==> src/rtl/cfgport_pkg.sv <==
package cfgport_pkg;

    typedef enum logic [2:0] {
        ST_IDLE,
        ST_WR_COLLECT,
        ST_WR_ARB,
        ST_RD_ARB,
        ST_RD_SEND
    } port_state_e;

endpackage

==> src/rtl/cfgport_ctrl.sv <==
module cfgport_ctrl
    import cfgport_pkg::*;
#(
    parameter int BEATS  = 4,
    parameter int BCNT_W = 2
) (
    input  logic              clk,
    input  logic              rst_n,
    input  logic              rd_stb,
    input  logic              wr_stb,
    input  logic              cfg_req,
    output logic              cap_en,
    output logic [BCNT_W-1:0] cap_lane,
    output logic              addr_load,
    output logic              rd_load,
    output logic              send_en,
    output logic [BCNT_W-1:0] send_lane,
    output logic              commit,
    output logic              ack,
    output logic              cfg_gnt,
    output logic              idle
);

    localparam logic [BCNT_W-1:0] LAST_BEAT = BCNT_W'(BEATS - 1);

    port_state_e       state;
    logic [BCNT_W-1:0] beat;

    // State register with beat counter
    always_ff @(posedge clk or negedge rst_n) begin
        if (!rst_n) begin
            state <= ST_IDLE;
            beat  <= '0;
        end else begin
            unique case (state)
                ST_IDLE: begin
                    if (wr_stb && !rd_stb) begin
                        state <= ST_WR_COLLECT;
                        beat  <= BCNT_W'(1);
                    end else if (rd_stb && !wr_stb) begin
                        state <= ST_RD_ARB;
                    end
                end
                ST_WR_COLLECT: begin
                    if (beat == LAST_BEAT) begin
                        state <= ST_WR_ARB;
                        beat  <= '0;
                    end else begin
                        beat <= beat + BCNT_W'(1);
                    end
                end
                ST_WR_ARB: begin
                    if (!cfg_req) state <= ST_IDLE;
                end
                ST_RD_ARB: begin
                    if (!cfg_req) begin
                        state <= ST_RD_SEND;
                        beat  <= '0;
                    end
                end
                ST_RD_SEND: begin
                    if (beat == LAST_BEAT) begin
                        state <= ST_IDLE;
                        beat  <= '0;
                    end else begin
                        beat <= beat + BCNT_W'(1);
                    end
                end
                default: state <= ST_IDLE;
            endcase
        end
    end

    // Outputs
    always_comb begin
        cap_en    = 1'b0;
        cap_lane  = '0;
        addr_load = 1'b0;
        rd_load   = 1'b0;
        send_en   = 1'b0;
        send_lane = '0;
        commit    = 1'b0;
        ack       = 1'b0;
        cfg_gnt   = 1'b0;
        idle      = 1'b0;
        unique case (state)
            ST_IDLE: begin
                idle      = 1'b1;
                cfg_gnt   = cfg_req;
                addr_load = wr_stb ^ rd_stb;
                cap_en    = wr_stb && !rd_stb;
            end
            ST_WR_COLLECT: begin
                cap_en   = 1'b1;
                cap_lane = beat;
            end
            ST_WR_ARB: begin
                cfg_gnt = cfg_req;
                commit  = !cfg_req;
                ack     = !cfg_req;
            end
            ST_RD_ARB: begin
                cfg_gnt = cfg_req;
                rd_load = !cfg_req;
            end
            ST_RD_SEND: begin
                send_en   = 1'b1;
                send_lane = beat;
                ack       = (beat == '0);
            end
            default: ;
        endcase
    end

endmodule

==> src/rtl/cfgport_deser.sv <==
module cfgport_deser #(
    parameter int BEAT_W = 8,
    parameter int BEATS  = 4,
    parameter int BCNT_W = 2
) (
    input  logic                    clk,
    input  logic                    rst_n,
    input  logic                    cap_en,
    input  logic [BCNT_W-1:0]       cap_lane,
    input  logic [BEAT_W-1:0]       din,
    output logic [BEAT_W*BEATS-1:0] word
);

    for (genvar g = 0; g < BEATS; g++) begin : g_lane
        always_ff @(posedge clk or negedge rst_n) begin
            if (!rst_n) begin
                word[g*BEAT_W +: BEAT_W] <= '0;
            end else if (cap_en && cap_lane == BCNT_W'(g)) begin
                word[g*BEAT_W +: BEAT_W] <= din;
            end
        end
    end

endmodule

==> src/rtl/cfgport_ser.sv <==
module cfgport_ser #(
    parameter int BEAT_W = 8,
    parameter int BEATS  = 4,
    parameter int BCNT_W = 2
) (
    input  logic                    clk,
    input  logic                    rst_n,
    input  logic                    load,
    input  logic [BEAT_W*BEATS-1:0] word_in,
    input  logic                    send_en,
    input  logic [BCNT_W-1:0]       send_lane,
    output logic [BEAT_W-1:0]       dout
);

    logic [BEAT_W-1:0] lanes [BEATS];

    for (genvar g = 0; g < BEATS; g++) begin : g_lane
        always_ff @(posedge clk or negedge rst_n) begin
            if (!rst_n)    lanes[g] <= '0;
            else if (load) lanes[g] <= word_in[g*BEAT_W +: BEAT_W];
        end
    end

    assign dout = send_en ? lanes[send_lane] : '0;

endmodule

==> src/rtl/cfgport_top.sv <==
module cfgport_top #(
    parameter int DATA_W = 32,
    parameter int BEAT_W = 8,
    parameter int ADDR_W = 12,
    localparam int BEATS   = DATA_W / BEAT_W,
    localparam int BCNT_W  = $clog2(BEATS),
    localparam int OFS_W   = $clog2(DATA_W / 8),
    localparam int WADDR_W = ADDR_W - OFS_W
) (
    input  logic               clk,
    input  logic               rst_n,
    input  logic               loc_rd_stb,
    input  logic               loc_wr_stb,
    input  logic [ADDR_W-1:0]  loc_addr,
    input  logic [BEAT_W-1:0]  loc_wdata,
    output logic [BEAT_W-1:0]  loc_rdata,
    output logic               loc_ack,
    input  logic               cfg_req,
    output logic               cfg_gnt,
    output logic               rf_en,
    output logic               rf_we,
    output logic [WADDR_W-1:0] rf_addr,
    output logic [DATA_W-1:0]  rf_wdata,
    input  logic [DATA_W-1:0]  rf_rdata
);

    logic              cap_en, addr_load, rd_load, send_en, commit, ctl_idle;
    logic [BCNT_W-1:0] cap_lane, send_lane;
    logic [WADDR_W-1:0] waddr_q;
    logic              unused_ofs;

    assign unused_ofs = ^loc_addr[OFS_W-1:0];

    cfgport_ctrl #(.BEATS(BEATS), .BCNT_W(BCNT_W)) u_ctrl (
        .clk       (clk),
        .rst_n     (rst_n),
        .rd_stb    (loc_rd_stb),
        .wr_stb    (loc_wr_stb),
        .cfg_req   (cfg_req),
        .cap_en    (cap_en),
        .cap_lane  (cap_lane),
        .addr_load (addr_load),
        .rd_load   (rd_load),
        .send_en   (send_en),
        .send_lane (send_lane),
        .commit    (commit),
        .ack       (loc_ack),
        .cfg_gnt   (cfg_gnt),
        .idle      (ctl_idle)
    );

    cfgport_deser #(.BEAT_W(BEAT_W), .BEATS(BEATS), .BCNT_W(BCNT_W)) u_deser (
        .clk      (clk),
        .rst_n    (rst_n),
        .cap_en   (cap_en),
        .cap_lane (cap_lane),
        .din      (loc_wdata),
        .word     (rf_wdata)
    );

    cfgport_ser #(.BEAT_W(BEAT_W), .BEATS(BEATS), .BCNT_W(BCNT_W)) u_ser (
        .clk       (clk),
        .rst_n     (rst_n),
        .load      (rd_load),
        .word_in   (rf_rdata),
        .send_en   (send_en),
        .send_lane (send_lane),
        .dout      (loc_rdata)
    );

    always_ff @(posedge clk or negedge rst_n) begin
        if (!rst_n)         waddr_q <= '0;
        else if (addr_load) waddr_q <= loc_addr[ADDR_W-1:OFS_W];
    end

    assign rf_en   = commit | rd_load;
    assign rf_we   = commit;
    assign rf_addr = waddr_q;

endmodule

==> config.mk <==
export PLATFORM = sky130hd
export DESIGN_NAME = cfgport_top
export DESIGN_NICKNAME = d
export VERILOG_FILES = /design/src/rtl/cfgport_pkg.sv /design/src/rtl/cfgport_ctrl.sv /design/src/rtl/cfgport_deser.sv /design/src/rtl/cfgport_ser.sv /design/src/rtl/cfgport_top.sv
export SDC_FILE = /design/constraint.sdc
export NUM_CORES = 1
export LEC_CHECK = 0
export BUFFER_PORTS_ARGS = -buffer_cell sky130_fd_sc_hd__buf_4
export CORE_MARGIN = 2
export CORE_UTILIZATION = 40
export CTS_CLUSTER_SIZE = 16
export DETAILED_ROUTE_END_ITERATION = 16
export PLACE_DENSITY = 0.64
export SLEW_MARGIN = 40
export SYNTH_ARGS = -nofsm -noshare
export SYNTH_HDL_FRONTEND = slang
export SYNTH_SLANG_ARGS = --single-unit
==> constraint.sdc <==
create_clock -name clk -period 2.3 [get_ports clk]
set_clock_uncertainty 0.05 [all_clocks]
set_input_delay 0.46 -clock clk [delete_from_list [all_inputs] [get_ports clk]]
set_output_delay 0.46 -clock clk [all_outputs]
set_load 0.02 [all_outputs]
Word-level counts from Yosys, hierarchy flattened. Index checks and enable logic that the tools add are counted.

Output and inout bits: 54. Register bits after elaboration: 79. Logic and storage cells: 71. Input port bits: 57.

Equality and inequality tests: 14. Bitwise gates (word level): 3. Reduce and logical (&&, ||, !) cells: 17. $lt $le $gt $ge: 1. Add/sub/neg operators: 1. Muxes and demuxes: 24.

Operators with widths (number): two-way mux 8 bit (3); two-way mux 3 bit (6); binary-select mux 8 bit (select 2 bit) (1); case mux 3 bit (5 select lines) (1); two-way mux 2 bit (5); equality test 2 bit, second input constant (3); equality test 3 x 2 -> 1 bit, second input constant (2); logical AND 1 bit (6); inequality test 2 x 1 -> 1 bit, second input constant (3); case mux 2 bit (3 select lines) (1); two-way mux 1 bit (5); AND reduction 5 bit (1); zero test 2 bit (2); inequality test 2 bit, second input constant (2); case mux 1 bit (2 select lines) (2); equality test 3 x 1 -> 1 bit, second input constant (1); equality test 3 bit, second input constant (1); greater-or-equal comparator 3 bit, second input constant (1); zero test 1 bit (3); zero test 3 bit (1); inequality test 3 x 1 -> 1 bit, second input constant (1); NOT 2 -> 3 bit (1); AND reduction 3 bit (1); nonzero test 3 bit (1); 6 further kinds (6).

Logic depth before layout (Yosys ltp). Gate-level depths: netlist (run 1).

Depth in word-level cells: 7. Mapped depth: 7.

By module. A second synthesis (run 1) with hierarchy kept.

Cells, all modules: 237. Area, all modules: 3570.9 um2.

By module, submodules not included: cfgport_ser (area an instance 1491.4 um2, times used 1, cells an instance 97, seq. area each 800.8 um2); cfgport_deser (area an instance 1212.4 um2, times used 1, cells an instance 68, seq. area each 800.8 um2); cfgport_ctrl (area an instance 449.2 um2, times used 1, cells an instance 50, seq. area each 125.1 um2); cfgport_top (area an instance 417.9 um2, times used 1, cells an instance 22, seq. area each 250.2 um2).

Worst setup path after synthesis (run 1). OpenSTA, ideal clock, no wires.

Kind: register to output. Start point: reg u_ctrl.state[0]. End point: out cfg_gnt. Data required time: 1790 ps. Buffers on the path: 2. Cell stages (with the launch flop): 5. Arrival: 1391 ps. Path slack: 399 ps. Cells stage by stage: dfrtp_1 buf_4 buf_2 nor2b_1 nor3b_1.

Word-level cells in the longest chain between the ends: 3. Elaborated cells on any way between the ends: 5. Those cells by class: 2 x eq/ne; 1 x mux; 2 x reduce/logical.

Ends and longest elaborated chain: from (decl) (RTL line cfgport_ctrl.sv:26) `port_state_e state;`; from (signal assigned) (RTL line cfgport_ctrl.sv:32) `state <= ST_IDLE;`; from (signal assigned) (RTL line cfgport_ctrl.sv:38) `state <= ST_WR_COLLECT;`; from (signal assigned) (RTL line cfgport_ctrl.sv:41) `state <= ST_RD_ARB;`; equality test 3 x 2 -> 1 bit / zero test 3 bit (equally long branches) (RTL line cfgport_ctrl.sv:86) `unique case (state)`; OR reduction 3 bit (no line) (*); two-way mux 1 bit (*) (RTL line cfgport_ctrl.sv:86); to (decl) (RTL line cfgport_top.sv:19) `output logic cfg_gnt,`.

Mark *: on every way between the ends. The rest lies on a longest branch, timed or not.

Final worst setup path (run 1).
Start point: reg u_ctrl.beat[1]. End point: out loc_rdata[7].

Word-level cells in the longest chain between the ends: 6.

Ends and longest elaborated chain: from (decl) (RTL line cfgport_ctrl.sv:27) `logic [BCNT_W-1:0] beat;`; from (signal assigned) (RTL line cfgport_ctrl.sv:49) `beat <= beat + BCNT_W'(1);`; from (signal assigned) (RTL line cfgport_ctrl.sv:66) `beat <= beat + BCNT_W'(1);`; two-way mux 2 bit (RTL line cfgport_ctrl.sv:86); NOT 2 -> 3 bit (implied by the code) (RTL line cfgport_ser.sv:24) `assign dout = send_en ? lanes[send_lane] : '0;`; binary-select mux 8 bit (select 2 bit) (RTL line cfgport_ser.sv:24); two-way mux 8 bit (implied by the code) (2 in a row) (RTL line cfgport_ser.sv:24); two-way mux 8 bit (RTL line cfgport_ser.sv:24); to (decl) (RTL line cfgport_top.sv:16) `output logic [BEAT_W-1:0] loc_rdata,`.

Every way passes these cells. The select of a mux whose other input is x is not followed.

==> qor.txt, run 1 <==
Post-CTS Hold Fix Bufs: 0
Max-Cap Viols: 0
Clock Latency Late Sink: 0.34 ns
CTS tree: done
Worst-path fanout max: 9
CP Launch Type: register
Worst-path cell chain: buf_12 > mux4_2 > nor2b_1 > buf_4
Post-route setup TNS: 0 ns
Commonest non-fill, non-tap cell in the layout: buf_4
Run status: completed
Arrival @ worst endpoint: 1.67 ns
Cell Pwr Density: 1440 nW/um2
Pre-CTS WS: 0.302 ns
Root buf cell: clkbuf_8
Final GP Congestion: 0.732
Syn. warnings: 0
DR vias/cell: 4.92
Inserted Clock Buffers: 9
Layout cells sized above 1: 65.3%
Slowest-stage cell, CP: mux4_2
Largest family of logic cells by synthesized area: multiplexers
H-tree level count: 3
Register area: 1980 um2
Initial core utilization: 41.2%
Maximum clock path buffer count: 2
Crit end category: output pin
Max transition margin: 65.5%
Syn Inst Count: 226
Antenna-violating nets left: 0
Post-layout min period: 2.18 ns
XOR/XNOR Fraction of Synth Area: 0.245%
DR vias: 2235
Mux contribution to synthesized area: 31.7%
Vias in the first global route: 2310
Simple-Gate Fraction of Synth Area: 6.26%
Total Die Area: 9710 um2
ANT cells: 0
Clock Sinks: 79
Cell area after synthesis: 3580 um2
Area of the multi-input gates: 1490 um2
Fillers: 771
Buffers plus inverters on the worst setup path: 2
Crit path required time: 1.79 ns
Clock transition at path regs: 0.08 ns
DRT iter0 DRCs: 59
Nets: 403
Crit share post-route: 94.7%
Post-Syn Nets: 287
Hold crit path type: in2async
Post-Synthesis Mean Instance Area: 15.8 um2
RSZ-0062 raised after global routing: false
DR WL/cell: 16.8 um
Initial antenna violation count: 0
Setup Crit Path Kind: reg2out
Die height: 98.6 um
Leak Pwr: 2.22 nW
Core footprint: 8680 um2
Number of synthesized register bits: 79
CP delay by family, top: multiplexers
Pin count of the biggest net entering global routing: 43
DRT Pass-1 Iters: 4
Tot GR Track Use: 16.2%
Max Clock Freq: 0.459 GHz
Synth Area in Compound Gates: 1.85%
Crit Reg-Reg Startpoint: u_ctrl.state[2]$_DFFE_PN0P_
IO buf count: 108
# DRC: 0
Adder-cell share of the synthesized area: 1.40%
Max stage delay on crit path: 0.49 ns
DRT Wirelength: 7620 um
Synth-to-layout area growth: 32.5%
First-pass GRT wire length: 12100 um
Util after Layout: 54.6%
Unique masters post-synth: 34
Site Rows: 34
Dpl hpwl: 5430 um
Crit path setup slack, layout: 0.123 ns
Register area share after synthesis: 55.3%
Worst-Margin Slew: 0.517 ns
Total congestion overflow: 0
Worst vdd ir: 786 uV
Hold_ws: 0.0348 ns
Die W: 98.6 um
Final setup fails: 0
Most frequent cells in the layout: 114 x buf_4, 76 x dfrtp_1, 46 x mux2_2, 29 x mux2_4
Max-slew violations: 0
I/O pin total: 111
Final Hold Viols: 0
Worst setup path startpoint: u_ctrl.beat[1]$_DFFE_PN0P_
[sequential cells by signal, summed over array words and instances, names as in the netlist]
signal / count
u_ctrl.beat: 2
u_ser.lanes: 32
u_deser.word: 32
u_ctrl.state: 3
rf_addr: 10
[timing repair]
action | in CTS | in global routing
setup endpoints to repair | 9 | 4
pin swaps | 0 | 0
resized for setup | 3 | 1
setup buffers | 0 | 1
[metal layers]
metal | vias up | share of wire [%] | track usage, %
li1 | 1042 | - | -
met1 | 1130 | 43 | 20.8
met2 | 52 | 51 | 26.2
met3 | 11 | 4.1 | 4.11
met4 | 0 | 2.2 | 6.74
met5 | - | 0 | 0
[through the flow]
step / power [mW] / instance area, um2 / cells
2_1_floorplan: 4.66 / 3580 / 226
3_3_place_gp: 5.73 / 4530 / 438
3_5_place_dp: 5.83 / 4530 / 438
4_1_cts: 6.88 / 4730 / 453
5_1_grt: 7.21 / 4740 / 454
6_report: 6.81 / 4740 / 454
[Yosys cell counts, drive strengths merged]
cell type / count / area, um2
nor2b: 12 / 77.6
nand2b: 3 / 21.3
nand4: 2 / 25.0
dfrtp: 79 / 1980
nor3: 3 / 15.0
nand3b: 1 / 7.51
o21ai: 2 / 13.8
a211o: 1 / 8.76
xor2: 1 / 8.76
inv: 6 / 22.5
nand3: 1 / 5.00
ha: 4 / 50.1
nor3b: 2 / 15.0
nand2: 1 / 3.75
mux2: 75 / 953
and2: 1 / 6.26
a21oi: 1 / 5.00
mux4: 8 / 180
a221oi: 2 / 17.5
nor2: 3 / 11.3
o211ai: 1 / 7.51
nor4: 1 / 21.3
buf: 11 / 90.1
or3: 1 / 6.26
o21bai: 1 / 7.51
o22ai: 1 / 6.26
clkbuf: 1 / 3.75
and4: 1 / 8.76
[cells by family after synthesis]
logic type               Yosys count
AO/OA/AOI/OAI                      9
XOR/XNOR                           1
adder cells (fa/ha/maj)            4
buffers and inverters             18
flip-flops                        79
multiplexers                      83
AND/OR/NAND/NOR                   32
[report_power, final]
| part | switching (mW) | internal, mW | total, mW |
|---|---|---|---|
| registers | 0.452 | 2.10 | 2.55 |
| logic | 1.38 | 1.85 | 3.23 |
| clock network | 0.480 | 0.549 | 1.03 |
| total | 2.31 | 4.51 | 6.81 |
[final timing paths]
| kind | endpoint | cells after the start | slack (ns) |
|---|---|---|---|
| max | loc_rdata[7] | 4 | 0.12 |
| min | u_ser.lanes[15]$_DFFE_PN0P_ | 1 | 0.03 |
| max reg2reg | u_deser.word[18]$_DFFE_PN0P_ | 4 | 0.44 |
| min reg2reg | u_ser.lanes[13]$_DFFE_PN0P_ | 1 | 0.46 |
| max in group asynchronous | u_ser.lanes[24]$_DFFE_PN0P_ | 2 | 1.56 |
| min in group clk | u_ser.lanes[26]$_DFFE_PN0P_ | 2 | 0.29 |
[area by class of cell]
type	count	share of cell area [%]
sequential	79	41.8
multi-input combinational	129	31.4
timing repair buffer	117	19.3
clock buffer	11	3.20
tap	108	2.85
clock inverter	4	0.951
inverter	6	0.475
No activity file was read; power rests on OpenSTA's default activity.
==> run 2, diff against run 1 <==
--- a/config.mk
+++ b/config.mk
@@ -5,6 +5,7 @@
 export SDC_FILE = /design/constraint.sdc
 export NUM_CORES = 1
 export LEC_CHECK = 0
+export ABC_AREA = 1
 export BUFFER_PORTS_ARGS = -buffer_cell sky130_fd_sc_hd__buf_4
 export CORE_MARGIN = 2
 export CORE_UTILIZATION = 40
==> qor.txt, run 2 <==
CP Launch Type: register (unchanged)
Pre-CTS WS: 0.277 ns (was 0.302 ns)
Tot GR Track Use: 18.7% (was 16.2%)
Finished Layout Cells: 667 (was 454)
Crit end category: output pin (unchanged)
Antenna-violating nets left: 0 (unchanged)
Post-layout min period: 2.29 ns (was 2.18 ns)
Worst flop-to-flop path endpoint: rf_addr[3]$_DFFE_PN0P_ (was u_deser.word[18]$_DFFE_PN0P_)
DR vias/cell: 4.93 (was 4.92)
Cells after DPL: 643 (was 438)
Main synth FF type: dfrtp_1 (unchanged)
H-tree level count: 3 (unchanged)
Inserted Clock Buffers: 9 (unchanged)
Clock transition at path regs: 0.09 ns (was 0.08 ns)
Worst-path fanout max: 8 (was 9)
I/O pin total: 111 (unchanged)
Crit share post-route: 99.5% (was 94.7%)
Final setup fails: 0 (unchanged)
Nets: 615 (was 403)
Async S/R FF share, synth: 100% (unchanged)
RSZ-0062 raised after global routing: true (was false)
Crit Reg-Reg Startpoint: u_ctrl.state[0]$_DFFE_PN0P_ (was u_ctrl.state[2]$_DFFE_PN0P_)
Clock Latency Late Sink: 0.34 ns (about the same)
Hold path cells: 3
Design Area, Final: 4930 um2 (was 4740 um2)
Critical path destination: loc_rdata[6] (was loc_rdata[7])
Synth-to-layout area growth: 34.4% (was 32.5%)
Yosys top cell area share: 53.9% (was 55.3%)
Arrival @ worst endpoint: 1.78 ns (was 1.67 ns)
Final Hold Viols: 0 (unchanged)
Run status: completed (unchanged)
Hold_ws: 0.295 ns (was 0.0348 ns)
Initial antenna violation count: 0 (unchanged)
Dpl hpwl: 6600 um (was 5430 um)
Clock Sinks: 79 (unchanged)
Core footprint: 8810 um2 (was 8680 um2)
DR WL/cell: 13.9 um (was 16.8 um)
Post-synth EDFFs: 0 (unchanged)
Number of synthesized register bits: 79 (unchanged)
Crit path setup slack, layout: 0.0116 ns (was 0.123 ns)
Biggest area consumer among synthesized cells: dfrtp_1 (unchanged)
Syn. warnings: 0 (unchanged)
Worst-Margin Slew: 0.380 ns (was 0.517 ns)
CP delay by family, top: simple AND/OR/NAND/NOR gates (was multiplexers)
Die height: 99.8 um (was 98.6 um)
DRT iter0 DRCs: 157 (was 59)
Syn Inst Count: 437 (was 226)
Buffers plus inverters on the worst setup path: 2 (unchanged)
Die W: 99.8 um (was 98.6 um)
Most frequent cells in the layout: 116 x nand2_1, 115 x buf_4, 77 x dfrtp_1, 44 x inv_1, 42 x nor2_1 (was 114 x buf_4, 76 x dfrtp_1, 46 x mux2_2, 29 x mux2_4)
Register area share after synthesis: 53.9% (was 55.3%)
Cells on worst reg2reg path: 8 (was 4)
Critical path depth: 7 (was 4)
Root buf cell: clkbuf_8 (unchanged)
Total Die Area: 9950 um2 (was 9710 um2)
Worst setup path startpoint: u_ctrl.state[0]$_DFFE_PN0P_ (was u_ctrl.beat[1]$_DFFE_PN0P_)
Post-Synthesis Mean Instance Area: 8.39 um2 (was 15.8 um2)
Pin count of the biggest net entering global routing: 35 (was 43)
First-pass GRT wire length: 14900 um (was 12100 um)
Worst vdd ir: 730 uV (was 786 uV)
ANT cells: 0 (unchanged)
Hold crit path type: in2reg (was in2async)
Vias in the first global route: 3200 (was 2310)
CTS tree: done (unchanged)
Post-Syn Nets: 498 (was 287)
Site Rows: 34 (unchanged)
Layout cells sized above 1: 32.6% (was 65.3%)
Max-slew violations: 0 (unchanged)
Initial core utilization: 41.7% (was 41.2%)
Maximum clock path buffer count: 2 (unchanged)
Reg2Reg Setup Slack: 0.45 ns (was 0.44 ns)
Total congestion overflow: 0 (unchanged)
Max Clock Freq: 0.437 GHz (was 0.459 GHz)
DRT Wirelength: 9290 um (was 7620 um)
Final GP Congestion: 0.875 (was 0.732)
Most frequent cell after synthesis: nand2_1 (was dfrtp_1)
Leak Pwr: 2.62 nW (was 2.22 nW)
# DRC: 0 (unchanged)
Setup Crit Path Kind: reg2out (unchanged)
Slowest-stage cell, CP: dfrtp_2 (was mux4_2)
Cell area after synthesis: 3670 um2 (was 3580 um2)
Unique masters post-synth: 21 (was 34)
Max-Cap Viols: 0 (unchanged)
DR vias: 3285 (was 2235)
DRT Pass-1 Iters: 4 (unchanged)
Cell Pwr Density: 1350 nW/um2 (was 1440 nW/um2)
Commonest non-fill, non-tap cell in the layout: nand2_1 (was buf_4)
Max transition margin: 74.7% (was 65.5%)
Max stage delay on crit path: 0.46 ns (was 0.49 ns)
IO buf count: 108 (unchanged)
Crit path required time: 1.79 ns (about the same)
Worst-path cell chain: nor2_4 > nand3_4 > buf_12 > nor2_1 > nand2_1 > a21oi_2 > buf_4 (was buf_12 > mux4_2 > nor2b_1 > buf_4)
Top cells by count, synth: 118 x nand2_1, 79 x dfrtp_1, 45 x nor2_1 (was 79 x dfrtp_1, 46 x mux2_2, 29 x mux2_4)
Synth area leaders: dfrtp_1 54%, nand2_1 12%, nor2_1 4.6%, inv_1 4.5%, nand3_1 4.2% (was dfrtp_1 55%, mux2_2 14%, mux2_4 12%, mux4_2 5.0%, nor2b_1 1.9%)
Placed inst area: 4560 um2 (was 4530 um2)
[run 2: cell types whose count changed after synthesis, sizes merged, moves of 3 or more]
cell / previous run / this run
a21oi: 1 / 36
buf: 11 / 16
inv: 6 / 47
mux2: 75 / 0
mux4: 8 / 0
nand2: 1 / 122
nand2b: 3 / 0
nand3: 1 / 34
nand4: 2 / 10
nor2: 3 / 50
nor2b: 12 / 0
nor3: 3 / 0
o21ai: 2 / 35
[run 2: area by class of cell]
class	count	area, um2
multi-input cells	292	1450
well taps	108	135
repair buffers	124	990
clock buffers	9	124
fillers	802	3870
clock inverters	7	66.3
inverters	48	183
flip-flops and latches	79	1980
[run 2: timing repair]
item                                    4_1_cts  5_1_grt
hold endpoints to repair                     25        0
endpoints found under the setup margin        8        8
buffers inserted                              0        6
pin swaps                                     0        9
gates cloned                                  0        1
hold buffers                                  1        0
gates resized for setup                       5       22
[run 2: kinds of logic (layout without fill, tap and decap cells)]
logic type,Yosys count,count (layout),synth area share (%)
AOI/OAI and AO/OA,71,71,10.8
DFF,79,79,53.9
buffers and inverters,67,188,8.83
adders and majority gates,4,4,1.36
and+or+nand+nor,216,217,25.1
[run 2: metrics by stage]
stage	util, %	TNS [ns]	power, mW
6_report	56.0	0	6.66
3_3_place_gp	51.7	0	5.46
4_1_cts	54.3	0	6.56
3_5_place_dp	51.7	0	5.54
2_1_floorplan	-	0	4.37
5_1_grt	56.0	-0.414	7.19
[run 2: how the worst min path moves through the flow]
stage / start / endpoint / slack [ns]
6_report: loc_addr[8] / rf_addr[6]$_DFFE_PN0P_ / 0.29
5_1_grt: loc_addr[8] / rf_addr[6]$_DFFE_PN0P_ / 0.29
4_1_cts: loc_addr[9] / rf_addr[7]$_DFFE_PN0P_ / 0.28
3_5_place_dp: rst_n / u_ser.lanes[8]$_DFFE_PN0P_ / 0.36
3_3_place_gp: rst_n / u_ser.lanes[10]$_DFFE_PN0P_ / 0.36
2_1_floorplan: rst_n / rf_addr[0]$_DFFE_PN0P_ / 0.11
[run 2: worst min-delay path: cells and delay by family]
kind                   cells  cell delay (ns)
and+or+nand+nor            2             0.12
buffers and inverters      1             0.08
[run 2: routing by layer]
layer	wire length (um)	track usage, %
met4	124	6.22
met2	4400	29.3
met5	0	0
met1	4190	25.9
met3	567	4.29
[run 2: power breakdown]
part	internal (mW)	switching, mW	leakage [nW]
registers	2.05	0.395	0.926
clock network	0.412	0.560	0.0892
logic	1.28	1.97	1.61
==> run 3, diff against run 2 <==
--- a/config.mk
+++ b/config.mk
@@ -5,7 +5,6 @@
 export SDC_FILE = /design/constraint.sdc
 export NUM_CORES = 1
 export LEC_CHECK = 0
-export ABC_AREA = 1
 export BUFFER_PORTS_ARGS = -buffer_cell sky130_fd_sc_hd__buf_4
 export CORE_MARGIN = 2
 export CORE_UTILIZATION = 40
==> constraint.sdc (replaced) <==
create_clock -name clk -period 2.3 [get_ports clk]
set_clock_uncertainty 0.05 [all_clocks]
set_input_delay 0.46 -clock clk [delete_from_list [all_inputs] [get_ports clk]]
set_output_delay 0.46 -clock clk [all_outputs]
set_load 0.01 [all_outputs]
==> qor.txt, run 3 (synthesis gave the netlist of run 1 again) <==
Nets: 404 (was 615)
Cells after DPL: 440 (was 643)
Total congestion overflow: 0 (unchanged)
Final Hold Viols: 0 (unchanged)
H-tree level count: 3 (unchanged)
DR WL/cell: 16.7 um (was 13.9 um)
Dpl hpwl: 5360 um (was 6600 um)
Max Clock Freq: 0.450 GHz (was 0.437 GHz)
IO buf count: 108 (unchanged)
Worst-path fanout max: 8 (unchanged)
Clock transition at path regs: 0.09 ns (about the same)
Core footprint: 8680 um2 (was 8810 um2)
RSZ-0062 raised after global routing: false (was true)
CTS tree: done (unchanged)
Antenna-violating nets left: 0 (unchanged)
Max-slew violations: 0 (unchanged)
Die height: 98.6 um (was 99.8 um)
I/O pin total: 111 (unchanged)
Post-route setup TNS: 0 ns (unchanged)
Max-Cap Viols: 0 (unchanged)
Die W: 98.6 um (was 99.8 um)
Inserted Clock Buffers: 9 (unchanged)
Crit share post-route: 96.7% (was 99.5%)
Clock Latency Late Sink: 0.33 ns (was 0.34 ns)
Root buf cell: clkbuf_8 (unchanged)
DRT iter0 DRCs: 63 (was 157)
Site Rows: 34 (unchanged)
DR vias/cell: 4.93 (about the same)
Commonest non-fill, non-tap cell in the layout: buf_4 (was nand2_1)
Final setup fails: 0 (unchanged)
DRT Wirelength: 7610 um (was 9290 um)
First-pass GRT wire length: 12700 um (was 14900 um)
Initial antenna violation count: 0 (unchanged)
Cell Pwr Density: 1360 nW/um2 (was 1350 nW/um2)
Tot GR Track Use: 16.4% (was 18.7%)
Synth-to-layout area growth: 32.4% (was 34.4%)
DR vias: 2250 (was 3285)
Layout cells sized above 1: 64.4% (was 32.6%)
ANT cells: 0 (unchanged)
Clock Sinks: 79 (unchanged)
Finished Layout Cells: 456 (was 667)
Setup Crit Path Kind: reg2out (unchanged)
Worst vdd ir: 647 uV (was 730 uV)
Max transition margin: 63.1% (was 74.7%)
CP Launch Type: register (unchanged)
Most frequent cells in the layout: 115 x buf_4, 77 x dfrtp_1, 46 x mux2_2, 29 x mux2_4, 11 x nor2b_1 (was 116 x nand2_1, 115 x buf_4, 77 x dfrtp_1, 44 x inv_1, 42 x nor2_1)
Vias in the first global route: 2477 (was 3200)
Total Die Area: 9710 um2 (was 9950 um2)
Post-CTS Hold Fix Bufs: 0 (was 1)
Crit end category: output pin (unchanged)
Final GP Congestion: 0.742 (was 0.875)
Hold crit path type: in2async (was in2reg)
Pin count of the biggest net entering global routing: 42 (was 35)
Worst-Margin Slew: 0.553 ns (was 0.380 ns)
Initial core utilization: 41.2% (was 41.7%)
Crit path required time: 1.79 ns (about the same)
Arrival @ worst endpoint: 1.71 ns (was 1.78 ns)
Run status: completed (unchanged)
Post-layout min period: 2.22 ns (was 2.29 ns)
Maximum clock path buffer count: 2 (unchanged)
Leak Pwr: 2.21 nW (was 2.62 nW)
DRT Pass-1 Iters: 4 (unchanged)
# DRC: 0 (unchanged)
==> run 3: worst max-delay path: stages, from the launching register on <==
cell	delay [ns]
dfrtp_2	0.44
buf_12	0.16
mux4_2	0.49
nor2b_1	0.15
buf_4	0.14
==> run 3: layout make-up <==
type | count | area [um2]
inverters | 6 | 22.5
multi-input cells | 129 | 1480
well taps | 108 | 135
fillers | 790 | 3940
clock buffers | 11 | 131
flip-flops and latches | 79 | 1980
clock inverters | 5 | 58.8
repair buffers | 118 | 923
==> run 3: routing by layer <==
metal / up-vias / global-route usage, % / part of all wire, %
met5: - / 0 / 0
met4: 0 / 6.22 / 1.1
met3: 5 / 3.26 / 4.1
met2: 51 / 26.5 / 50
met1: 1152 / 22.1 / 45
li1: 1042 / - / -
==> run 3: through the flow <==
step | utilization (%) | power [mW] | worst slack (ns) | cell area [um2] | hold WS [ns]
final | 54.6 | 6.45 | 0.0760 | 4730 | 0.0552
after global routing | 54.6 | 6.86 | 0.00959 | 4730 | 0.0841
after CTS | 54.6 | 6.53 | 0.0464 | 4730 | 0.0600
after detailed placement | 52.3 | 5.49 | 0.350 | 4540 | 0.437
after global placement | 52.3 | 5.41 | 0.358 | 4540 | 0.438
after floorplan | - | 4.34 | 0.486 | 3580 | 0.114
==> run 3: worst paths after layout <==
| check | from | cells after the start | slack [ns] | end |
|---|---|---|---|---|
| setup / recovery | u_ctrl.beat[1]$_DFFE_PN0P_ | 4 | 0.08 | loc_rdata[4] |
| hold / removal | rst_n | 1 | 0.06 | u_ser.lanes[17]$_DFFE_PN0P_ |
| setup reg to reg | u_ctrl.state[1]$_DFFE_PN0P_ | 6 | 0.31 | u_ser.lanes[0]$_DFFE_PN0P_ |
| hold reg to reg | u_deser.word[4]$_DFFE_PN0P_ | 1 | 0.46 | u_deser.word[4]$_DFFE_PN0P_ |
| max in group asynchronous | rst_n | 2 | 1.53 | u_deser.word[4]$_DFFE_PN0P_ |
| min in group clk | rf_rdata[18] | 2 | 0.29 | u_ser.lanes[10]$_DFFE_PN0P_ |
==> run 3: timing repair <==
| item | in CTS | in global routing |
|---|---|---|
| gates resized for setup | 2 | 0 |
| buffers inserted | 0 | 0 |
| endpoints found under the setup margin | 8 | 0 |
==> run 3: power breakdown <==
part | switching, mW | leakage, nW | internal (mW)
Clock | 0.507 | 0.0895 | 0.503
Combinational | 1.02 | 1.18 | 1.84
Sequential | 0.482 | 0.941 | 2.10
